### src/rtl/uart_irq_prio.sv
module uart_irq_prio #(
  parameter logic [2:0] ADDR_ENA  = 3'd1,
  parameter logic [2:0] ADDR_STAT = 3'd2
) (
  input  logic       clk,
  input  logic       rst,
  input  logic [2:0] addr,
  input  logic [7:0] wdata,
  input  logic       wr,
  input  logic       rd,
  output logic [7:0] rdata,
  input  logic       req_rx,
  input  logic       req_rxf,
  input  logic       req_txf,
  input  logic       req_mdm,
  output logic       irq
);

  logic [3:0] en_q;
  logic [1:0] bank_q;
  logic [1:0] vec_q;
  logic       pend_n_q;
  logic [7:0] rdata_q;
  logic [1:0] vec_d;
  logic       unused_wbits;

  wire act_rx  = req_rx  & en_q[2];
  wire act_rxf = req_rxf & en_q[0];
  wire act_txf = req_txf & en_q[1];
  wire act_mdm = req_mdm & en_q[3];
  wire any_act = act_rx | act_rxf | act_txf | act_mdm;

  wire wr_ena  = wr && (addr == ADDR_ENA);
  wire wr_stat = wr && (addr == ADDR_STAT);

  assign unused_wbits = wdata[7] ^ wdata[4];

  always_comb begin
    if (act_rx)       vec_d = 2'b11;
    else if (act_rxf) vec_d = 2'b10;
    else if (act_txf) vec_d = 2'b01;
    else              vec_d = 2'b00;
  end

  wire [7:0] stat_word = {1'b0, bank_q, 2'b00, vec_q, pend_n_q};
  wire [7:0] ena_word  = {4'b0000, en_q};

  always_ff @(posedge clk) begin
    if (rst) begin
      en_q     <= 4'h0;
      bank_q   <= 2'b00;
      vec_q    <= 2'b00;
      pend_n_q <= 1'b1;
      rdata_q  <= 8'h00;
    end else begin
      vec_q    <= vec_d;
      pend_n_q <= ~any_act;
      if (wr_ena)  en_q   <= wdata[3:0];
      if (wr_stat) bank_q <= wdata[6:5];
      if (rd) begin
        if (addr == ADDR_ENA)       rdata_q <= ena_word;
        else if (addr == ADDR_STAT) rdata_q <= stat_word;
        else                        rdata_q <= 8'h00;
      end
    end
  end

  assign rdata = rdata_q;
  assign irq   = any_act;

  p_en_write_r2: assert property (@(posedge clk) disable iff (rst)
    wr_ena |=> en_q == $past(wdata[3:0]));

  p_rx_wins_r4: assert property (@(posedge clk) disable iff (rst)
    (req_rx && en_q[2]) |=> vec_q == 2'b11);

  p_idle_vec_r5: assert property (@(posedge clk) disable iff (rst)
    pend_n_q |-> vec_q == 2'b00);

  p_pin_tracks_flag_r6: assert property (@(posedge clk) disable iff (rst)
    1'b1 |=> pend_n_q == !$past(irq));

  p_bank_hold_r7: assert property (@(posedge clk) disable iff (rst)
    !wr_stat |=> $stable(bank_q));

  p_en_hold_r7: assert property (@(posedge clk) disable iff (rst)
    !wr_ena |=> $stable(en_q));

  p_masked_r3: assert property (@(posedge clk) disable iff (rst)
    (en_q == 4'h0) |-> !irq);

endmodule

### config.mk
export PLATFORM = sky130hd
export DESIGN_NAME = uart_irq_prio
export DESIGN_NICKNAME = d
export VERILOG_FILES = /design/src/rtl/uart_irq_prio.sv
export SDC_FILE = /design/constraint.sdc
export NUM_CORES = 1
export LEC_CHECK = 0
export CAP_MARGIN = 15
export CELL_PAD_IN_SITES_DETAIL_PLACEMENT = 0
export CELL_PAD_IN_SITES_GLOBAL_PLACEMENT = 1
export CORE_MARGIN = 5
export CORE_UTILIZATION = 28
export CTS_CLUSTER_SIZE = 24
export DETAILED_ROUTE_END_ITERATION = 7
export MAX_ROUTING_LAYER = met4
export PLACE_DENSITY = 0.81
export SKIP_LAST_GASP = 1
export SYNTH_ARGS = -nofsm -noshare
export SYNTH_HDL_FRONTEND = slang
export SYNTH_SLANG_ARGS = --single-unit
### constraint.sdc
create_clock -name clk -period 1.3 [get_ports clk]
set_clock_uncertainty 0.1 [all_clocks]
set_input_delay 0.39 -clock clk [delete_from_list [all_inputs] [get_ports clk]]
set_output_delay 0.39 -clock clk [all_outputs]
set_load 0.02 [all_outputs]
==> impl_results.md <==
* # port buffers at 23
* # IOs at 28
* Clock transition at path regs at 80 ps
* Leak pwr at 0.000419 uW
* GRT busiest layer: met2
* Syn-to-layout area delta at 67.0%
* Critical Path End Type: output port
* Via count at 586
* Final Hold Viols at 0
* Mapped Cells at 66
* Startpoint types: primary input
* XOR/XNOR Fraction of Synth Area at 0%
* DRC viols at 0
* Main combinational cell family by area after synthesis: simple AND/OR/NAND/NOR gates
* Syn Std Cell Area at 618 sq um
* Clock tree sinks at 15
* Final layout net count at 125
* Antenna diodes at 0
* Worst Path Required at 810 ps
* Ratio of cells with drive above 1 in the final layout at 37.1%
* Sequential area share after synthesis at 48.6%
* Avg Vias per Cell at 4.41
* Mux share of post-synthesis cell area at 9.72%
* Met3 Resource Use GR at 2.71%
* Critical path arrival at 1040 ps
* H-tree depth at 1
* Total Power at 891 uW
* Routed len/inst at 12.1 um
* Initial antenna violation count at 0
* Compound-Gate Fraction of Synth Area at 10.5%
* Overflow after GRT at 0
* Hold crit path type: in2reg
* Adder-Cell Fraction of Synth Area at 0%
* Post-Route WL at 1610 um
* Detailed Place HPWL at 1180 um
* Hold_ws at 294 ps
* Max IR drop VDD at 0.505 mV
* Power Dens Cells at 863 mW/mm^2
* Fin crit share at 117%
* CTS max path bufs at 2
* Clock root buffer: clkbuf_4
* Largest net degree at the start of global routing at 16
* Antenna Nets Post-Route at 0
* Yosys cell types at 16
* Placed cell area at 955 sq um
* Global-route wire length before repair at 2770 um
* CTS Hold Bufs at 0
* Die Ht at 57.0 um
* Final Slew Violations at 0
* 1st-iter DRT viols at 2
* Setup WS post-layout at -227 ps
* Initial Utilization at 28.5%
* Die Area at 0.00325 sq mm
* Final setup fails at 2
* Final core occ at 47.6%
* Total of max-cap violations at 0
* TritonCTS Buffers at 3
* Met2 usage at 20.6%
* Gpl congestion at 0.788
* GRT Overall Usage at 11.1%
* Num rows at 17
* Avg Cell Area, Syn at 9.37 sq um
* Ys Warns at 0
* Status: finished, violations left
* RSZ-0062 raised after global routing: true
* Yosys reg bits at 15
* Failing checks: negative setup slack
* Worst-Skew Late Latency at 280 ps
* Vias in the first global route at 630
* Max Fanout on Critical Path at 2
* TritonRoute pass-1 iters at 5
* Core outline area at 0.00217 sq mm
* CP Class: in2out
* Die W at 57.0 um
* Grt met1 use at 10.8%
* Design Area, Final at 0.00103 sq mm
* Simple-Gate Fraction of Synth Area at 26.1%
* TritonCTS clock tree: built
* Final min period at 1530 ps
* Maximum clock rate at 0.655 GHz
## state kept, by name, indices dropped and copies added, names as in the netlist
| signal | cells |
|---|---|
| bank_q | 2 |
| pend_n_q | 1 |
| rdata | 6 |
| vec_q | 2 |
| en_q | 4 |
## what timing repair did
| action | CTS | global route |
|---|---|---|
| pin swaps | 4 | 4 |
| setup buffers | 5 | 1 |
| gates cloned | 0 | 0 |
| setup endpoints to repair | 19 | 12 |
| resized for setup | 45 | 19 |
| hold endpoints to repair | 0 | 0 |
## routing by layer
metal / part of all wire, % / up-vias / routed length [um]
met4: 0 / 0 / 0
met1: 41 / 265 / 653
li1: - / 303 / -
met3: 6.0 / 0 / 96
met5: 0 / - / 0
met2: 53 / 18 / 857
## cell families (layout without fill, tap and decap cells)
logic type / Yosys count / after routing
compound gates: 9 / 9
buf+inv: 5 / 43
flops: 15 / 15
mux: 6 / 6
other cells: 1 / 2
simple gates: 30 / 30
## cells in the mapped netlist (all sizes together)
master | instances | area share [%]
a21oi | 3 | 2.4
a22oi | 2 | 2.4
a311oi | 3 | 4.3
a32oi | 1 | 1.4
and4bb | 2 | 4.0
buf | 3 | 3.2
clkbuf | 2 | 1.2
conb | 1 | 0.61
dfxtp | 15 | 49
mux2i | 6 | 9.7
nand2 | 8 | 4.9
nand2b | 4 | 4.0
nand3 | 3 | 2.4
nor2 | 11 | 6.7
nor3b | 2 | 4.0
## layout by cell type, fill, tap and decap left out, types with 2 or more instances in the layout
cell,netlist,layout
a21oi_1,3,3
a22oi_2,0,2
a311oi_1,3,3
buf_4,2,19
buf_6,0,3
clkbuf_2,0,2
clkbuf_4,0,3
clkdlybuf4s15_1,0,2
clkdlybuf4s50_1,0,8
conb_1,1,2
dfxtp_1,15,10
dfxtp_2,0,5
dlygate4sd2_1,0,4
mux2i_1,6,6
nand2_1,8,7
nand2b_1,4,4
nand3_1,3,3
nor2_1,11,11
nor3b_4,0,2
## worst max-delay path, stage by stage
cell and delay [ps]:
dlygate4sd2_1 260, a22oi_2 150, nand2_2 90, buf_6 140
## final timing paths
path | slack, ps | cells past startpoint | end | startpoint
setup / recovery | -230 | 4 | irq | req_rxf
hold / removal | 290 | 3 | vec_q[0]$_SDFF_PP0_ | req_rx
setup reg to reg | -100 | 8 | pend_n_q$_SDFF_PP1_ | en_q[2]$_SDFFE_PP0P_
hold reg to reg | 370 | 2 | rdata[0]$_SDFFE_PP0P_ | pend_n_q$_SDFF_PP1_
## power breakdown
group / leakage (uW) / internal (uW) / switching [uW]
registers: 0.000124 / 470 / 5.52
clock network: 0.0000150 / 119 / 142
logic: 0.000280 / 90.5 / 64.1
total: 0.000419 / 680 / 212
## through the flow
stage                     instances  TNS (ps)  setup slack (ps)
after floorplan                  67         0              41.6
after global placement          124     -7020              -855
after detailed placement        124     -7490              -875
after CTS                       133      -489              -250
after global routing            133      -424              -262
final                           133      -345              -227
## cell type report
type | instances | area (sq um)
Fill cell | 237 | 1140
Multi-Input combinational cell | 47 | 323
Tap cell | 28 | 35.0
Timing Repair Buffer | 39 | 342
Sequential cell | 15 | 307
Clock buffer | 4 | 26.3
No activity file was read; power rests on OpenSTA's default activity.
